`config.mk`:
```
export PLATFORM = sky130hd
export DESIGN_NAME = usb_irq_raw_agg
export DESIGN_NICKNAME = d
export VERILOG_FILES = /design/src/rtl/usb_irq_pkg.sv /design/src/rtl/usb_irq_bus_dec.sv /design/src/rtl/usb_irq_flag.sv /design/src/rtl/usb_irq_raw_agg.sv
export SDC_FILE = /design/constraint.sdc
export NUM_CORES = 1
export LEC_CHECK = 0
export BUFFER_PORTS_ARGS = -buffer_cell sky130_fd_sc_hd__buf_2
export CAP_MARGIN = 5
export CORE_MARGIN = 4
export CORE_UTILIZATION = 27
export CTS_CLUSTER_SIZE = 16
export DETAILED_ROUTE_END_ITERATION = 12
export PLACE_DENSITY = 0.95
export SLEW_MARGIN = 20
export SYNTH_ARGS = -nofsm -noshare
export SYNTH_HDL_FRONTEND = slang
export SYNTH_SLANG_ARGS = --single-unit
```
`constraint.sdc`:
```
create_clock -name clk -period 3.4 [get_ports clk]
set_input_delay 0.34 -clock clk [delete_from_list [all_inputs] [get_ports clk]]
set_output_delay 0.34 -clock clk [all_outputs]
set_load 0.05 [all_outputs]
```
`src/rtl/usb_irq_pkg.sv`:
```
package usb_irq_pkg;
  localparam int RAW_W  = 8;
  localparam int B_OVF  = 7;
  localparam int B_TMO  = 6;
  localparam int B_SEQ  = 5;
  localparam int B_BUF  = 4;
  localparam int N_FLAG = 4;
  localparam int F_XFER = 3;
  localparam int F_SOF  = 2;
  localparam int F_WAKE = 1;
  localparam int F_CONN = 0;

  typedef struct packed {
    logic xfer;
    logic frame;
    logic wake;
    logic conn;
  } clr_t;
endpackage

```
`src/rtl/usb_irq_bus_dec.sv`:
```
module usb_irq_bus_dec
  import usb_irq_pkg::*;
#(
  parameter int AW         = 12,
  parameter int DW         = 32,
  parameter logic [AW-1:0] STAT_ADDR  = 12'h050,
  parameter logic [AW-1:0] FRAME_ADDR = 12'h04C,
  parameter int XFER_BIT   = 19,
  parameter int WAKE_BIT   = 11,
  parameter int SPD_LSB    = 8,
  parameter int SPD_W      = 2
) (
  input  logic          bus_wr,
  input  logic          bus_rd,
  input  logic [AW-1:0] bus_addr,
  input  logic [DW-1:0] bus_wdata,
  output clr_t          clr
);
  logic stat_wr;

  always_comb begin
    stat_wr    = bus_wr && (bus_addr == STAT_ADDR);
    clr.xfer   = stat_wr && bus_wdata[XFER_BIT];
    clr.wake   = stat_wr && bus_wdata[WAKE_BIT];
    clr.conn   = stat_wr && (bus_wdata[SPD_LSB +: SPD_W] != '0);
    clr.frame  = bus_rd && (bus_addr == FRAME_ADDR);
  end
endmodule

```
`src/rtl/usb_irq_flag.sv`:
```
module usb_irq_flag (
  input  logic clk,
  input  logic rst,
  input  logic set,
  input  logic clr,
  input  logic hold_zero,
  output logic q
);
  always_ff @(posedge clk) begin
    if (rst || hold_zero) q <= 1'b0;
    else if (set)         q <= 1'b1;
    else if (clr)         q <= 1'b0;
  end

  // a set event beats a clear in the same cycle
  a_r8_set_wins: assert property (@(posedge clk) disable iff (rst)
    (set && clr && !hold_zero) |=> q);
  // a clear with no set drops the flag
  a_r4_clear_drops: assert property (@(posedge clk) disable iff (rst)
    (clr && !set) |=> !q);
  // held flags stay low
  a_r9_hold_low: assert property (@(posedge clk) disable iff (rst)
    hold_zero |=> !q);
  // without a clear the flag is sticky
  a_r4_sticky: assert property (@(posedge clk) disable iff (rst)
    (q && !clr && !hold_zero) |=> q);
endmodule

```
`src/rtl/usb_irq_raw_agg.sv`:
```
module usb_irq_raw_agg
  import usb_irq_pkg::*;
#(
  parameter int NBUF      = 32,
  parameter int AW        = 12,
  parameter int DW        = 32,
  parameter logic [AW-1:0] STAT_ADDR  = 12'h050,
  parameter logic [AW-1:0] FRAME_ADDR = 12'h04C,
  parameter int XFER_BIT  = 19,
  parameter int WAKE_BIT  = 11,
  parameter int SPD_LSB   = 8,
  parameter int SPD_W     = 2
) (
  input  logic             clk,
  input  logic             rst,
  input  logic             host_mode,
  input  logic             rx_ovf,
  input  logic             rx_tmo,
  input  logic             seq_err,
  input  logic [NBUF-1:0]  buf_status,
  input  logic             xfer_done,
  input  logic             sof_sent,
  input  logic             wake_evt,
  input  logic [SPD_W-1:0] line_speed,
  input  logic             bus_wr,
  input  logic             bus_rd,
  input  logic [AW-1:0]    bus_addr,
  input  logic [DW-1:0]    bus_wdata,
  input  logic [RAW_W-1:0] int_mask,
  output logic [RAW_W-1:0] raw_int,
  output logic             irq
);
  clr_t             clr;
  logic [SPD_W-1:0] spd_prev;
  logic             spd_chg;
  logic [2:0]       mir_q;
  logic             buf_q;
  logic             irq_q;
  logic [N_FLAG-1:0] f_set, f_clr, f_hold, f_q;

  usb_irq_bus_dec #(
    .AW(AW), .DW(DW), .STAT_ADDR(STAT_ADDR), .FRAME_ADDR(FRAME_ADDR),
    .XFER_BIT(XFER_BIT), .WAKE_BIT(WAKE_BIT), .SPD_LSB(SPD_LSB), .SPD_W(SPD_W)
  ) dec_i (
    .bus_wr(bus_wr), .bus_rd(bus_rd), .bus_addr(bus_addr),
    .bus_wdata(bus_wdata), .clr(clr)
  );

  always_ff @(posedge clk) begin
    if (rst) spd_prev <= '0;
    else     spd_prev <= line_speed;
  end
  assign spd_chg = (line_speed != spd_prev);

  always_comb begin
    f_set[F_XFER]  = xfer_done;  f_clr[F_XFER] = clr.xfer;  f_hold[F_XFER] = 1'b0;
    f_set[F_SOF]   = sof_sent;   f_clr[F_SOF]  = clr.frame; f_hold[F_SOF]  = !host_mode;
    f_set[F_WAKE]  = wake_evt;   f_clr[F_WAKE] = clr.wake;  f_hold[F_WAKE] = !host_mode;
    f_set[F_CONN]  = spd_chg;    f_clr[F_CONN] = clr.conn;  f_hold[F_CONN] = !host_mode;
  end

  for (genvar i = 0; i < N_FLAG; i++) begin : g_flag
    usb_irq_flag flag_i (
      .clk(clk), .rst(rst), .set(f_set[i]), .clr(f_clr[i]),
      .hold_zero(f_hold[i]), .q(f_q[i])
    );
  end

  always_ff @(posedge clk) begin
    if (rst) begin
      mir_q <= '0;
      buf_q <= 1'b0;
      irq_q <= 1'b0;
    end else begin
      mir_q <= {rx_ovf, rx_tmo, seq_err};
      buf_q <= |buf_status;
      irq_q <= |(raw_int & int_mask);
    end
  end

  assign raw_int = {mir_q, buf_q, f_q};
  assign irq     = irq_q;

  // mirrors follow the engine flags one cycle later
  a_r2_mirror: assert property (@(posedge clk) disable iff (rst)
    1'b1 |=> raw_int[B_OVF:B_SEQ] == $past({rx_ovf, rx_tmo, seq_err}));
  // buffer summary drops only when the whole vector is clear
  a_r3_buf_zero: assert property (@(posedge clk) disable iff (rst)
    (buf_status == '0) |=> !raw_int[B_BUF]);
  a_r3_buf_any: assert property (@(posedge clk) disable iff (rst)
    (buf_status != '0) |=> raw_int[B_BUF]);
  // interrupt line follows masked raw bits by one cycle
  a_r10_irq: assert property (@(posedge clk) disable iff (rst)
    1'b1 |=> irq == $past(|(raw_int & int_mask)));
  // a write elsewhere never clears the transfer flag
  a_r11_wrong_addr: assert property (@(posedge clk) disable iff (rst)
    (raw_int[F_XFER] && !bus_rd && bus_wr && bus_addr != STAT_ADDR) |=> raw_int[F_XFER]);
endmodule

```
**Word level (Yosys, flattened, before mapping)**

Cells that the tools add are included.

- Input bits: 97
- Word-level logic and storage cells: 34
- Register bits: 11
- Output and inout bits: 9

- Muxes and demuxes: 8
- Reductions and logical operators: 14
- Bitwise operators: 1
- Equality and inequality tests: 3

Operators with widths:

| kind | number |
|---|---|
| $reduce_or A32 Y1 | 1 |
| $eq A12 B7 Y1 const B | 2 |
| $reduce_bool A2 Y1 | 5 |
| $and A8 B8 Y8 | 1 |
| $mux W1 | 8 |
| $reduce_or A8 Y1 | 1 |
| $logic_and A1 B1 Y1 | 5 |
| $ne A2 B2 Y1 | 1 |
| $logic_not A1 Y1 | 1 |
| $logic_or A1 B1 Y1 | 1 |

**Longest topological paths before layout**

Gate-level depths: netlist of the first run.

- Depth in word-level cells: 5
- Depth in mapped cells: 3
- Depth with buffers taken out: 3

**Modules after synthesis**

Synthesis of the first run repeated with hierarchy kept, for this count alone.

- Cell total of the unflattened synthesis: 60
- Area total of the unflattened synthesis: 591.8 sq um

Modules (own cells, without submodules):

| module | times used | area an instance (sq um) | seq. area each (sq um) | cells each |
|---|---|---|---|---|
| usb_irq_raw_agg | 1 | 319.1 | 140.1 | 34 |
| usb_irq_flag | 4 | 45.0 | 20.0 | 4 |
| usb_irq_bus_dec | 1 | 92.6 | 0.0 | 10 |

**Worst setup path after synthesis of the first run**

Ideal clock, no wire load.

- Kind: input -> register
- From: input port bus_addr[1]
- To: register g_flag[3].flag_i.q
- Slack: 1.970 ns
- Required time: 3.268 ns
- Stages: 3
- Path buffers: 0
- Setup time: 0.132 ns
- Arrival time: 1.297 ns
- Cells stage by stage: or4b_4 -> nor4_4 -> a311oi_1

- Word-level cells in the longest chain between the ends: 4

RTL lines:

| what | line | text |
|---|---|---|
| from (decl) | usb_irq_raw_agg.sv:27 | `input logic [AW-1:0] bus_addr,` |
| $eq A12 B7 Y1 | usb_irq_bus_dec.sv:22 | `stat_wr = bus_wr && (bus_addr == STAT_ADDR);` |
| $logic_and A1 B1 Y1 | usb_irq_bus_dec.sv:22 |  |
| $logic_and A1 B1 Y1 | usb_irq_bus_dec.sv:23 | `clr.xfer = stat_wr && bus_wdata[XFER_BIT];` |
| $reduce_bool A2 Y1 (no source line) | n/a |  |
| to (signal assigned) | usb_irq_flag.sv:10 | `if (rst \|\| hold_zero) q <= 1'b0;` |
| to (signal assigned) | usb_irq_flag.sv:11 | `else if (set) q <= 1'b1;` |
| to (signal assigned) | usb_irq_flag.sv:12 | `else if (clr) q <= 1'b0;` |
| to (decl) | usb_irq_flag.sv:7 | `output logic q` |

Every way passes these cells.
A chain may end at the register's enable or synchronous reset.

**Final worst setup path of the first run**

Ends and elaborated chain as after synthesis.

==> impl_metrics.yaml, run 1 <==
status:
  status: "complete, no violations"
die:
  start_util: 0.287
  num_rows: 16
  core_region_area_sq_mm: 0.00196
  dieWidth_microns: 53.7
  ioPinCount: 106
  die_h_microns: 53.7
  die_area_sq_mm: 0.00288
synth:
  post_synth_num_cell_types: 24
  synth_most_common_cell: "dfxtp_1"
  yosysTopAreaCellShare: 0.391
  synth_top_cells_by_area: "dfxtp_1, nor4_1, buf_4"
  synth-edff-count: 0
  synth_commonest_cells: "dfxtp_1, nor4_1, nor2b_1"
  synth_warnings: 0
  netlist_area_sq_um: 563
  syn-num-nets: 157
  seq_area_frac_synth: 0.391
  synth_top_cell_by_area: "dfxtp_1"
  synthCells: 60
  synth_flop_cell: "dfxtp_1"
  syn_area_per_cell_sq_um: 9.38
  ys_ff_latch: 11
  async_flop_share: 0
pwr:
  power_leakage_nw: 0.511
  peakVddDrop_uv: 180
  powerDensity_mw_per_mm2: 324
  power_w: 0.000315
clocking:
  htreeDepth: 1
  cts_made_buffers: 3
  cts_buffer_depth: 2
  cts_resized: 0
  clock_latency_ns: 0.26
  root_buffer: "clkbuf_4"
  postCtsSetupRepairBufs: 0
  postCtsHoldBufs: 0
  cts.sinks: 11
  cts_tree: "done"
  clkTransAtPathRegs_ns: 0.07
routing:
  drcViolationCount: 0
  viasPerCell: 4.66
  wire_per_inst_microns: 12.4
  drt-total-wl_mm: 2.02
  drtPass1Iterations: 4
  vias: 760
  dr.first_iter.drc_count: 9
  final_antenna_net_count: 0
sta:
  relSlewSlack: 0.810
  drv_slew: 0
  finalCritPeriodShare: 0.392
  finalClockSkew_ns: 0.00362
  worst_pin_slew_ns: 0.283
  finalSetupTns_ns: 0
  max_freq_mhz: 751
  setup-violations-final: 0
  setup_ws_ns: 2.07
  hold_viol_final: 0
  fin_crit_ns: 1.33
  whs_ns: 0.273
  rsz0062_at_grt: "no"
worst_setup_path:
  reg2reg_from: "spd_prev[1]"
  cp_data_required_time_ns: 3.54
  r2r-end: "g_flag[0].flag_i.q"
  path_class: "input port to flip-flop"
  path_cells: "buf_2 > or4b_4 > nor4_4 > a311oi_1"
  r2r_slack_ns: 2.52
  worst-r2r-cell-count: 3
  worstPathArrival_ns: 1.47
  crit_family: "simple AND/OR/NAND/NOR gates"
  slowest_stage: "or4b_4"
  start_kind: "input port"
  slowest_delay_ns: 0.55
  path_max_fanout: 3
  crit_path_end_kind: "flip-flop"
  critPathBufInv: 1
worst_hold_path:
  worstHoldStart: "bus_wdata[11]"
  min_path_type: "input port to flip-flop"
  hold_depth: 2
  hold_end: "g_flag[1].flag_i.q"
placed_design:
  io_buffer_count: 77
  place_congestion: 0.732
  dp_hpwl_mm: 1.86
  post-place-ws_ns: 1.80
final_layout:
  fin_util: 0.495
  antenna_cells: 0
  drive_above_1_share: 0.610
  syn_to_final_growth_pct: 72.4
  fin_nets: 234
global_route:
  grt_usage: 0.147
  grt_max_degree: 10
  grt_pass1_vias: 757
  antenna_found_initial: 0
  grt-ovfl-total: 0
  grt_pass1_wl_mm: 3.02
job:
  maxCapViolCount: 0
[stage by stage]
step | instances | cell area, sq um
2_1_floorplan | 60 | 563
3_3_place_gp | 159 | 945
3_5_place_dp | 159 | 945
4_1_cts | 163 | 971
5_1_grt | 163 | 971
6_report | 163 | 971
[power by group]
part           switching (W)  internal [W]  leakage [nW]
clock              0.0000401     0.0000452        0.0150
sequential        0.00000408      0.000137        0.0917
combinational      0.0000469     0.0000418         0.404
total              0.0000911      0.000224         0.511
[per-layer routing]
metal | global-route usage | part of all wire | vias to the layer above
li1 | - | - | 381
met1 | 0.142 | 0.32 | 323
met5 | 0 | 0 | -
met4 | 0.0638 | 0.0074 | 0
met3 | 0.0332 | 0.13 | 2
met2 | 0.290 | 0.54 | 54
[area by class of cell]
type / instances / area (sq um)
Clock buffer: 4 / 26.3
Multi-Input combinational cell: 42 / 298
Fill cell: 209 / 991
Timing Repair Buffer: 77 / 385
Inverter: 2 / 7.51
Tap cell: 27 / 33.8
Sequential cell: 11 / 220
[worst register-to-register path, delay by kind of cell, from the launching register on]
family | cells | cell delay, ns
xor+xnor | 1 | 0.16
compound gates | 2 | 0.29
flops | 1 | 0.31
[state kept, by name, indices dropped and copies added (netlist names)]
name and cells:
mir_q 3, g_flag.flag_i.q 4, spd_prev 2, irq 1, buf_q 1
[cell families after synthesis]
group                  Yosys count  share of synthesized area
XOR/XNOR                         2                     0.0311
flip-flops                      11                      0.391
AO/OA/AOI/OAI                   12                      0.144
buffers and inverters            7                     0.0800
AND/OR/NAND/NOR                 28                      0.353
[worst max path at each step]
| stage | from | endpoint | slack, ns | depth (start not counted) |
|---|---|---|---|---|
| after floorplan | bus_addr[1] | g_flag[3].flag_i.q | 1.97 | 3 |
| after global placement | bus_addr[1] | g_flag[3].flag_i.q | 1.80 | 4 |
| after detailed placement | bus_addr[1] | g_flag[3].flag_i.q | 1.80 | 4 |
| after CTS | bus_addr[1] | g_flag[3].flag_i.q | 2.08 | 4 |
| after global routing | bus_addr[1] | g_flag[3].flag_i.q | 2.04 | 4 |
| final | bus_addr[1] | g_flag[3].flag_i.q | 2.07 | 4 |
[cell usage in the layout, fill, tap and decap left out]
master / count
clkbuf_4: 3
a22oi_1: 4
nor3_1: 1
xor2_1: 2
a41oi_1: 1
nor4_1: 9
or2_2: 1
o21ai_1: 1
dfxtp_1: 11
nand2_1: 2
nor2_1: 2
clkbuf_1: 1
nor2b_1: 6
or3_1: 1
buf_2: 77
o21ai_0: 1
o31ai_1: 1
or4bb_1: 1
a31oi_1: 1
a311oi_1: 1
and4_1: 2
inv_1: 2
a21oi_1: 2
or4b_4: 1
nor4_4: 1
nand4b_1: 1
(Power assumes the default switching activity.)
==> inputs of run 2 (changes only) <==
--- a/config.mk
+++ b/config.mk
@@ -8,10 +8,10 @@
 export BUFFER_PORTS_ARGS = -buffer_cell sky130_fd_sc_hd__buf_2
 export CAP_MARGIN = 5
 export CORE_MARGIN = 4
-export CORE_UTILIZATION = 27
+export CORE_UTILIZATION = 25
 export CTS_CLUSTER_SIZE = 16
 export DETAILED_ROUTE_END_ITERATION = 12
-export PLACE_DENSITY = 0.95
+export PLACE_DENSITY = 0.91
 export SLEW_MARGIN = 20
 export SYNTH_ARGS = -nofsm -noshare
 export SYNTH_HDL_FRONTEND = slang
==> constraint.sdc (replaced) <==
create_clock -name clk -period 1.37 [get_ports clk]
set_input_delay 0.137 -clock clk [delete_from_list [all_inputs] [get_ports clk]]
set_output_delay 0.137 -clock clk [all_outputs]
set_load 0.05 [all_outputs]
==> run 2 against run 1 <==
  * Combinational power increased by 150%
  * Via count decreased by 0.39%
  * Wire length decreased by 1.7%
  * Non-clock buffer count unchanged
  * Cell area unchanged
  * Critical path type unchanged
==> impl_metrics.yaml, run 2 (synthesis gave the netlist of run 1 again) <==
sta:
  finalCritPeriodShare: 0.846
  max_freq_mhz: 863
  fin_crit_ns: 1.16
  relSlewSlack: 0.807
  whs_ns: 0.0714
  drv_slew: 0
  finalClockSkew_ns: 0.00621
  worst_pin_slew_ns: 0.288
  hold_viol_final: 0
  rsz0062_at_grt: "no"
  setup-violations-final: 0
  finalSetupTns_ns: 0
worst_setup_path:
  crit_path_end_kind: "flip-flop"
  start_kind: "input port"
  r2r_slack_ns: 0.49
  path_max_fanout: 3
  path_class: "input port to flip-flop"
  worstPathArrival_ns: 1.29
  cp_data_required_time_ns: 1.51
pwr:
  combPwrFrac: 0.280
  powerDensity_mw_per_mm2: 805
  peakVddDrop_uv: 387
  p_switching_w: 0.000227
  p_sw_frac: 0.290
  p_int_w: 0.000555
  p_seq_frac: 0.447
  power_leakage_nw: 0.511
  p_clk_frac: 0.272
clocking:
  cts_resized: 0
  cts_made_buffers: 3
  postCtsHoldBufs: 0
  cts_buffer_depth: 2
  postCtsSetupRepairBufs: 0
  clkTransAtPathRegs_ns: 0.07
  cts_tree: "done"
  clock_latency_ns: 0.26
  htreeDepth: 1
  root_buffer: "clkbuf_4"
  cts.sinks: 11
global_route:
  grt_pass1_wl_mm: 3.20
  grt_max_degree: 10
  grt-ovfl-total: 0
  grtUsageMet1: 0.124
  antenna_found_initial: 0
  grt_pass1_vias: 850
  met3_usage: 0.0373
  grt.met2_usage: 0.248
  grt_usage: 0.127
  grt_most_used_layer: "met2"
placed_design:
  io_buffer_count: 77
  place_congestion: 0.693
  placed_cell_area_sq_um: 945
  dp_hpwl_mm: 1.82
  dp_cells: 159
final_layout:
  fin_nets: 234
  reg.largest.list: "g_flag.flag_i.q: 4 flops, mir_q: 3 flops, spd_prev: 2 flops"
  mostFrequentLayoutCells: "buf_2, dfxtp_1, nor4_1"
  final_cells: 163
  fin_util: 0.475
  final_common_cell: "buf_2"
  fin_area_sq_um: 971
  drive_above_1_share: 0.610
  antenna_cells: 0
  max_flop_register: "g_flag.flag_i.q"
  syn_to_final_growth_pct: 72.4
  largest_register_ffs: 4
routing:
  drt-total-wl_mm: 1.99
  drcViolationCount: 0
  final_antenna_net_count: 0
  drtPass1Iterations: 2
  vias: 757
  dr.first_iter.drc_count: 2
  wire_per_inst_microns: 12.2
  viasPerCell: 4.64
die:
  die_area_sq_mm: 0.00308
  start_util: 0.276
  num_rows: 16
  die_h_microns: 55.5
  core_region_area_sq_mm: 0.00204
  ioPinCount: 106
  dieWidth_microns: 55.5
status:
  status: "complete, no violations"
job:
  maxCapViolCount: 0
worst_hold_path:
  min_path_type: "input port to flip-flop"
run 2: stage by stage:
step	worst slack (ns)	total power, W
2_1_floorplan	0.143	0.000468
3_3_place_gp	-0.0270	0.000572
3_5_place_dp	-0.0653	0.000578
4_1_cts	0.214	0.000790
5_1_grt	0.195	0.000829
6_report	0.211	0.000782
run 2: critical path, stage by stage:
cell,delay (ns)
buf_2,0.10
or4b_4,0.56
nor4_4,0.36
a311oi_1,0.13
run 2: final cells by class:
| cell class | count | area [sq um] |
|---|---|---|
| clock buffers | 4 | 26.3 |
| fillers | 224 | 1070 |
| inverters | 2 | 7.51 |
| multi-input cells | 42 | 298 |
| flip-flops and latches | 11 | 220 |
| well taps | 27 | 33.8 |
| repair buffers | 77 | 385 |
run 2: worst paths after layout:
check / to / start / depth (start not counted)
worst max-delay path: g_flag[3].flag_i.q / bus_addr[1] / 4
worst min-delay path: g_flag[3].flag_i.q / bus_wdata[19] / 2
worst max register to register: g_flag[0].flag_i.q / spd_prev[1] / 3
worst min register to register: g_flag[2].flag_i.q / g_flag[2].flag_i.q / 2
run 2: per-layer routing:
layer / vias to the layer above / part of all wire
met4: 0 / 0.0050
met5: - / 0
met3: 2 / 0.11
li1: 378 / -
met1: 327 / 0.35
met2: 50 / 0.53
run 2: power by group through the flow:
stage	clock, W	sequential, W	combinational [W]
2_1_floorplan	0	0.000382	0.0000855
3_3_place_gp	0	0.000356	0.000215
3_5_place_dp	0	0.000357	0.000221
4_1_cts	0.000218	0.000350	0.000222
5_1_grt	0.000239	0.000352	0.000239
6_report	0.000213	0.000350	0.000219
==> inputs of run 3 (changes only) <==
--- a/config.mk
+++ b/config.mk
@@ -5,13 +5,14 @@
 export SDC_FILE = /design/constraint.sdc
 export NUM_CORES = 1
 export LEC_CHECK = 0
+export ABC_AREA = 1
 export BUFFER_PORTS_ARGS = -buffer_cell sky130_fd_sc_hd__buf_2
 export CAP_MARGIN = 5
 export CORE_MARGIN = 4
-export CORE_UTILIZATION = 25
+export CORE_UTILIZATION = 27
 export CTS_CLUSTER_SIZE = 16
 export DETAILED_ROUTE_END_ITERATION = 12
-export PLACE_DENSITY = 0.91
+export PLACE_DENSITY = 0.92
 export SLEW_MARGIN = 20
 export SYNTH_ARGS = -nofsm -noshare
 export SYNTH_HDL_FRONTEND = slang
==> constraint.sdc (replaced) <==
create_clock -name clk -period 1.1 [get_ports clk]
set_input_delay 0.11 -clock clk [delete_from_list [all_inputs] [get_ports clk]]
set_output_delay 0.11 -clock clk [all_outputs]
set_load 0.05 [all_outputs]
==> run 3 against run 2 <==
  * Area after synthesis rose by 10%
  * Setup slack got worse by 0.12 ns
  * Combinational power rose by 30%
  * First-iteration DRC count rose to 12 times the previous value
  * Worst hold slack worse by 0.017 ns
  * Sequential power increased by 24%
  * Largest cell class unchanged
  * Highest routed layer unchanged
==> impl_metrics.yaml, run 3 <==
status:
  status: "complete, no violations"
worst_setup_path:
  cp_data_required_time_ns: 0.99
  critPathBufInv: 1
  path_cells: "buf_2"
  crit_family: "flip-flops"
  start_kind: "flip-flop"
  worstPathArrival_ns: 0.90
  slowest_delay_ns: 0.36
  slowest_stage: "dfxtp_1"
  crit_path_end_kind: "primary output"
  path_max_fanout: 3
  path_class: "flip-flop to primary output"
  r2r_slack_ns: 0.28
sta:
  whs_ns: 0.0544
  worst_pin_slew_ns: 0.256
  setup-violations-final: 0
  finalCritPeriodShare: 0.918
  rsz0062_at_grt: "no"
  relSlewSlack: 0.830
  hold_viol_final: 0
  finalSetupTns_ns: 0
  max_freq_mhz: 990
  fin_crit_ns: 1.01
  drv_slew: 0
  finalClockSkew_ns: 0.00128
synth:
  synthSimpleGateAreaFrac: 0.391
  post_synth_num_cell_types: 14
  synth_fa_ha_area_frac: 0
  synth_top_family_by_area: "simple AND/OR/NAND/NOR gates"
  ys_ff_latch: 11
  synth.area.mux_share: 0
  synth_most_common_cell: "nor2_1"
  synth_commonest_cells: "nor2_1, nand2_1, dfxtp_1"
  syn_area_per_cell_sq_um: 6.33
  synth_warnings: 0
  synth_top_cell_by_area: "dfxtp_1"
  synth_flop_cell: "dfxtp_1"
  synth-compound-area-share: 0.0968
  synthCells: 98
  async_flop_share: 0
  synth_top_cells_by_area: "dfxtp_1, nor2_1, nand2_1"
  yosysTopAreaCellShare: 0.355
  synth_xor_area_frac: 0.0282
  syn-num-nets: 195
  netlist_area_sq_um: 621
  synth-edff-count: 0
  seq_area_frac_synth: 0.355
global_route:
  grt_pass1_vias: 760
  grt_pass1_wl_mm: 2.84
  antenna_found_initial: 0
  grt_max_degree: 10
  grt-ovfl-total: 0
  grt_usage: 0.114
clocking:
  postCtsHoldBufs: 0
  clock_latency_ns: 0.26
  cts_buffer_depth: 2
  cts.sinks: 11
  htreeDepth: 1
  root_buffer: "clkbuf_4"
  cts_made_buffers: 3
  cts_resized: 0
  cts_tree: "done"
  postCtsSetupRepairBufs: 0
  clkTransAtPathRegs_ns: 0.07
placed_design:
  place_congestion: 0.742
  io_buffer_count: 77
  dp_hpwl_mm: 1.67
  dp_cells: 197
final_layout:
  final_cells: 201
  fin_nets: 271
  syn_to_final_growth_pct: 65.3
  antenna_cells: 0
  max_flop_register: "g_flag.flag_i.q"
  reg.largest.list: "g_flag.flag_i.q: 4 flops, mir_q: 3 flops, spd_prev: 2 flops"
  nFillCells: 235
  mostFrequentLayoutCells: "buf_2, nor2_1, nand2_1"
  largest_register_ffs: 4
  fin_util: 0.468
  drive_above_1_share: 0.480
  final_common_cell: "buf_2"
  multiInputGateArea_sq_um: 320
  seqCellArea_sq_um: 220
job:
  maxCapViolCount: 0
die:
  ioPinCount: 106
  die_area_sq_mm: 0.00313
  dieWidth_microns: 55.9
  core_region_area_sq_mm: 0.00219
  num_rows: 17
  die_h_microns: 55.9
  start_util: 0.283
routing:
  vias: 834
  dr.first_iter.drc_count: 23
  wire_per_inst_microns: 9.13
  viasPerCell: 4.15
  drcViolationCount: 0
  drtPass1Iterations: 4
  drt-total-wl_mm: 1.84
  final_antenna_net_count: 0
pwr:
  powerDensity_mw_per_mm2: 955
  peakVddDrop_uv: 459
  power_leakage_nw: 0.593
worst_hold_path:
  min_path_type: "input port to flip-flop"
[run 3: changes by cell type after synthesis, sizes merged, moves of 2 or more]
| cell | change |
|---|---|
| nor2 | +35 |
| a21oi | +3 |
| nor4 | -10 |
| and4 | -2 |
| a22o | +4 |
| nor2b | -6 |
| nand4 | +2 |
| inv | +8 |
| o21ai | -2 |
| nand3 | +3 |
| a22oi | -4 |
| nand2 | +14 |
[run 3: kinds of logic after synthesis]
kind of cell              after synthesis
and+or+nand+nor                        60
DFF                                    11
xor gates and xnor gates                2
buffers and inverters                  16
AOI/OAI and AO/OA                       9
[run 3: cell type report]
class,count,share of cell area
tap,28,0.0341
multi-input combinational,71,0.312
inverter,10,0.0366
sequential,11,0.215
timing repair buffer,77,0.376
clock buffer,3,0.0220
clock inverter,1,0.00488
[run 3: per-layer routing]
| layer | vias up | global-route usage | wire length, microns |
|---|---|---|---|
| met5 | - | 0 | 0 |
| met3 | 2 | 0.0348 | 234 |
| met4 | 0 | 0.0712 | 21 |
| met2 | 44 | 0.211 | 966 |
| met1 | 338 | 0.107 | 612 |
| li1 | 450 | - | - |
[run 3: worst min-delay path, cell delays in order]
cell    delay, ns
buf_2        0.07
inv_1        0.03
nor2_1       0.07
[run 3: final timing paths]
path | startpoint | to | depth (start not counted)
min | rx_ovf | mir_q[2] | 3
max reg2reg | buf_q | irq | 3
min reg2reg | g_flag[1].flag_i.q | g_flag[1].flag_i.q | 2
max | g_flag[0].flag_i.q | raw_int[0] | 1
[run 3: per-stage QoR]
stage | setup WS [ns] | total power (W) | instance area (sq um)
2_1_floorplan | 0.0647 | 0.000599 | 621
4_1_cts | 0.0798 | 0.00100 | 1030
6_report | 0.0898 | 0.000980 | 1030
3_5_place_dp | 0.161 | 0.000732 | 998
5_1_grt | 0.0384 | 0.00105 | 1030
3_3_place_gp | 0.228 | 0.000724 | 998
[run 3: power by group]
group | internal (W) | switching, W | leakage, nW
combinational | 0.000134 | 0.000151 | 0.484
clock | 0.000134 | 0.000125 | 0.0177
sequential | 0.000422 | 0.0000126 | 0.0917
